[src/rtl/regbuf_pkg.sv]
package regbuf_pkg;

  // Strobes passed from the control decode to the register bank
  typedef struct packed {
    logic loadGated;  // at least one chip select active this edge
    logic fanoutTwo;  // narrow mode: drive the B copy
    logic altPlace;   // narrow mode, alternate control-bit placement
  } strobes_t;

endpackage

[src/rtl/regbuf_ctrl.sv]
module regbuf_ctrl
  import regbuf_pkg::*;
#(
  parameter int CHANNELS = 25,
  parameter int HALF     = 14,
  parameter int CS_POS   = 6,
  parameter int CKE_A    = 0,
  parameter int ODT_A    = 3,
  parameter int CKE_B    = 13,
  parameter int ODT_B    = 10
) (
  input  logic                cfgFanout,
  input  logic                cfgAlt,
  input  logic                dcsN,
  input  logic                csrN,
  output strobes_t            strobes,
  output logic [CHANNELS-1:0] freeMask,
  output logic [CHANNELS-1:0] liveMask
);

  logic useAlt;

  always_comb begin
    useAlt            = cfgFanout & cfgAlt;
    strobes.loadGated = ~(dcsN & csrN);
    strobes.fanoutTwo = cfgFanout;
    strobes.altPlace  = useAlt;
  end

  for (genvar k = 0; k < CHANNELS; k++) begin : g_mask
    localparam bit IS_CS    = (k == CS_POS);
    localparam bit IS_CTL_A = (k == CKE_A) || (k == ODT_A);
    localparam bit IS_CTL_B = (k == CKE_B) || (k == ODT_B);
    localparam bit IN_HALF  = (k < HALF);

    always_comb begin
      liveMask[k] = ~cfgFanout | IN_HALF;
      freeMask[k] = IS_CS | (useAlt ? IS_CTL_B : IS_CTL_A);
    end
  end

endmodule

[src/rtl/regbuf_path.sv]
module regbuf_path
  import regbuf_pkg::*;
#(
  parameter int CHANNELS = 25,
  parameter int CS_POS   = 6
) (
  input  logic                clk,
  input  logic                rstN,
  input  logic [CHANNELS-1:0] chanIn,
  input  logic                dcsN,
  input  strobes_t            strobes,
  input  logic [CHANNELS-1:0] freeMask,
  input  logic [CHANNELS-1:0] liveMask,
  output logic [CHANNELS-1:0] qA,
  output logic [CHANNELS-1:0] qB
);

  logic [CHANNELS-1:0] bankQ;

  for (genvar k = 0; k < CHANNELS; k++) begin : g_bit
    logic nextBit;
    logic loadEn;

    if (k == CS_POS) begin : g_cs
      always_comb nextBit = dcsN;
    end else begin : g_data
      always_comb nextBit = chanIn[k];
    end

    always_comb loadEn = freeMask[k] | strobes.loadGated;

    always_ff @(posedge clk or negedge rstN) begin
      if (!rstN)             bankQ[k] <= 1'b0;
      else if (!liveMask[k]) bankQ[k] <= 1'b0;
      else if (loadEn)       bankQ[k] <= nextBit;
    end
  end

  always_comb begin
    qA = bankQ;
    qB = strobes.fanoutTwo ? bankQ : '0;
  end

endmodule

[src/rtl/cmd_regbuf.sv]
module cmd_regbuf
  import regbuf_pkg::*;
#(
  parameter int CHANNELS = 25,
  parameter int HALF     = 14,
  parameter int CS_POS   = 6,
  parameter int CKE_A    = 0,
  parameter int ODT_A    = 3,
  parameter int CKE_B    = 13,
  parameter int ODT_B    = 10
) (
  input  logic                clk,
  input  logic                rstN,
  input  logic                cfgFanout,
  input  logic                cfgAlt,
  input  logic                dcsN,
  input  logic                csrN,
  input  logic [CHANNELS-1:0] chanIn,
  output logic [CHANNELS-1:0] qA,
  output logic [CHANNELS-1:0] qB
);

  strobes_t            strobes;
  logic [CHANNELS-1:0] freeMask;
  logic [CHANNELS-1:0] liveMask;

  regbuf_ctrl #(
    .CHANNELS(CHANNELS), .HALF(HALF), .CS_POS(CS_POS),
    .CKE_A(CKE_A), .ODT_A(ODT_A), .CKE_B(CKE_B), .ODT_B(ODT_B)
  ) ctrl_i (
    .cfgFanout(cfgFanout),
    .cfgAlt   (cfgAlt),
    .dcsN     (dcsN),
    .csrN     (csrN),
    .strobes  (strobes),
    .freeMask (freeMask),
    .liveMask (liveMask)
  );

  regbuf_path #(
    .CHANNELS(CHANNELS), .CS_POS(CS_POS)
  ) path_i (
    .clk     (clk),
    .rstN    (rstN),
    .chanIn  (chanIn),
    .dcsN    (dcsN),
    .strobes (strobes),
    .freeMask(freeMask),
    .liveMask(liveMask),
    .qA      (qA),
    .qB      (qB)
  );

endmodule

[config.mk]
export PLATFORM = sky130hd
export DESIGN_NAME = cmd_regbuf
export DESIGN_NICKNAME = d
export VERILOG_FILES = /design/src/rtl/regbuf_pkg.sv /design/src/rtl/regbuf_ctrl.sv /design/src/rtl/regbuf_path.sv /design/src/rtl/cmd_regbuf.sv
export SDC_FILE = /design/constraint.sdc
export NUM_CORES = 1
export LEC_CHECK = 0
export BUFFER_PORTS_ARGS = -buffer_cell sky130_fd_sc_hd__buf_2
export CAP_MARGIN = 10
export CORE_ASPECT_RATIO = 1.25
export CORE_UTILIZATION = 38
export CTS_BUF_LIST = sky130_fd_sc_hd__clkbuf_2
export CTS_CLUSTER_DIAMETER = 80
export DETAILED_ROUTE_END_ITERATION = 6
export PLACE_DENSITY = 0.78
export SKIP_LAST_GASP = 1
export SLEW_MARGIN = 20
export SYNTH_ARGS = -nofsm -noshare
export SYNTH_HDL_FRONTEND = slang
export SYNTH_SLANG_ARGS = --single-unit
[constraint.sdc]
create_clock -name clk -period 0.8 [get_ports clk]
set_input_delay 0.04 -clock clk [delete_from_list [all_inputs] [get_ports clk]]
set_output_delay 0.04 -clock clk [all_outputs]
set_load 0.005 [all_outputs]
==> impl_metrics.csv <==
group,metric,value,unit
clock_tree,cts_buffers,3,
global_routing,antenna_found_initial,0,
clock_tree,clockRootBuffer,"clkbuf_2",
die,rows,22,
global_routing,track_usage,0.217,
die,die_w,51.4,µm
timing,finalClockSkew,0,ns
placed_design,place_congestion,0.727,
logic_synthesis,synthXorXnorAreaFrac,0,
routing,dr.pass1.iters,4,
timing,worstMarginPinSlew,0.558,ns
logic_synthesis,synth_common_cells,"51 x nand2_1, 25 x and2_1, 25 x dfrtp_1",
worst_hold_path,min_path_type,"input port to flip-flop",
clock_tree,cts_tree,"done",
layout,antenna_cells,0,
timing,holdWs,0.0468,ns
timing,rsz0062_at_grt,"true",
routing,drcViolationCount,0,
logic_synthesis,synth.top_cell.area_share,0.540,
logic_synthesis,synthAdderAreaFrac,0,
setup_path,end_kind,"primary output",
setup_path,crit_path_start_kind,"flip-flop",
global_routing,grt_max_degree,26,
clock_tree,htree_levels,1,
placed_design,dp_cells,240,
logic_synthesis,ys_warn_count,0,
layout,finalInstanceArea,2090,µm²
timing,setup_ws,-0.286,ns
setup_path,worstPathRequired,0.76,ns
die,die_area,3280,µm²
global_routing,grt_pass1_wl,5220,µm
logic_synthesis,synth_top_family_by_area,"simple AND/OR/NAND/NOR gates",
routing,wl_met1,1410,µm
clock_tree,clkSlewWorstSetupHoldPaths,0.22,ns
setup_path,cp.arrival,1.05,ns
logic_synthesis,yosys.area_share.simple,0.328,
layout,drive_gt1_frac,0.466,
global_routing,grt-ovfl-total,0,
logic_synthesis,avgSynthCellArea,9.12,µm²
routing,dr_total_vias,1280,
clock_tree,clockBufferDepth,2,
layout,final_nets,281,
run,drv_cap,0,
run_status,status,"finished, violations left",
power,cellPowerDensity,1270,nW/µm²
die,die_y,63.7,µm
logic_synthesis,synth_nets,158,
logic_synthesis,synth_edf_count,0,
logic_synthesis,yosys_register_bits,25,
logic_synthesis,async_flop_share,1.00,
routing,vias_per_cell,4.49,
logic_synthesis,synthTopCellsByArea,"dfrtp_1 54%, nand2_1 17%, and2_1 13%, a21oi_1 4.8%, mux2_4 2.6%",
die,initial_core_util,0.397,
timing,max_freq,921,MHz
logic_synthesis,synthesis.area,1160,µm²
setup_path,critPathMaxFanout,3,
logic_synthesis,synth_top_area_cell,"dfrtp_1",
logic_synthesis,syn_inst,127,
timing,setup_violations,53,
timing,fin_crit_sh,1.36,
logic_synthesis,synth_most_common_cell,"nand2_1",
die,io-pin-count,81,
routing,ant_nets,0,
logic_synthesis,ys_seq_area_frac,0.540,
power,vdd_drop_max,1.04,mV
layout,layout.cells.non_filler,285,
routing,top_layer_used,"met4",
placed_design,placed_cell_area,1610,µm²
placed_design,dpl.hpwl,2080,µm
setup_path,crit_type,"flip-flop to primary output",
clock_tree,clock_latency,0.32,ns
timing,max_slew_margin,0.628,
timing,period_needed,1.09,ns
global_routing,grt_pass1_vias,1172,
run_status,violations,"setup timing",
layout,syn_to_final_growth,80.2,%
timing,finalHoldViolCount,0,
clock_tree,clock_sinks,25,
routing,drt_iter0_markers,6,
routing,wl_per_cell,12.8,µm
power,leakage,1.16,nW
routing,wirelength,3660,µm
routing,wl_met2,2030,µm
logic_synthesis,muxShareOfSynthArea,0.0454,
logic_synthesis,synth-compound-area-share,0.0475,
placed_design,io_buffers,79,
routing,wl_met3,139,µm
layout,largest_register_ffs,25,
logic_synthesis,synth.distinct_cells,12,
timing,fin_tns_setup,-10.80,ns
timing,slew_violations,0,
logic_synthesis,synth_ff_type,"dfrtp_1",
die,core,2920,µm²
## area by class of cell
type                    instances  area, µm²
repair buffers                126        896
clock inverters                 1       5.00
well taps                      36       45.0
fillers                       222        830
flip-flops and latches         25        626
clock buffers                   3       15.0
multi-input cells              94        502
## through the flow
step / worst slack, ns / utilization / power (W)
6_report: -0.286 / 0.716 / 0.00265
2_1_floorplan: 0.0417 / - / 0.00165
3_3_place_gp: -0.0308 / 0.552 / 0.00194
3_5_place_dp: -0.0444 / 0.552 / 0.00195
4_1_cts: -0.308 / 0.687 / 0.00260
5_1_grt: -0.362 / 0.716 / 0.00280
## placed cells by master (no fill, tap or decap)
cell type      instances
clkinv_2               1
mux2_2                 2
nand2_1               50
nand3_4                1
a21oi_2                1
dfrtp_1               25
dlygate4sd3_1         26
buf_6                 14
buf_12                 1
buf_4                 13
a21oi_1               10
nand2_2                2
clkbuf_2               3
and2_4                 4
mux2_4                 2
and2_1                22
buf_2                 72
## per-layer routing
| layer | vias up | global-route usage |
|---|---|---|
| met5 | - | 0 |
| li1 | 638 | - |
| met4 | 0 | 0.0845 |
| met3 | 6 | 0.0262 |
| met2 | 48 | 0.412 |
| met1 | 588 | 0.232 |
## path summary, 6_finish.rpt
path,start,endpoint,slack [ns],depth (start not counted)
worst max-delay path,path_i.qA[11],qB[11],-0.29,2
worst min-delay path,cfgFanout,path_i.qA[17],0.05,3
worst max register to register,path_i.qA[3],path_i.qA[3],-0.11,2
worst min register to register,path_i.qA[9],path_i.qA[9],0.53,2
max in group asynchronous,rstN,path_i.qA[22],0.24,2
min in group asynchronous,rstN,path_i.qA[19],0.19,2
## cells by family (layout without fill, tap and decap cells)
logic type,count (synthesis),count (layout)
AO/OA/AOI/OAI,11,11
multiplexers,4,4
AND/OR/NAND/NOR,79,79
flip-flops,25,25
buffers and inverters,8,130
## power by group
group	switching, W	internal (W)	leakage, nW
clock	0.000355	0.000113	0.0164
sequential	0.0000637	0.00135	0.310
combinational	0.000303	0.000460	0.838
## critical path, cell delays in order (launching register included)
cell and delay (ns):
dfrtp_1 0.45, and2_1 0.15, buf_2 0.12
## timing repair
item | in CTS | in global routing
resized for setup | 9 | 11
hold buffers | 26 | 0
endpoints found under the setup margin | 51 | 54
hold endpoints to repair | 50 | 0
setup buffers | 9 | 7
pin swaps | 24 | 2
Note: power is estimated with default switching activity, not from simulation.
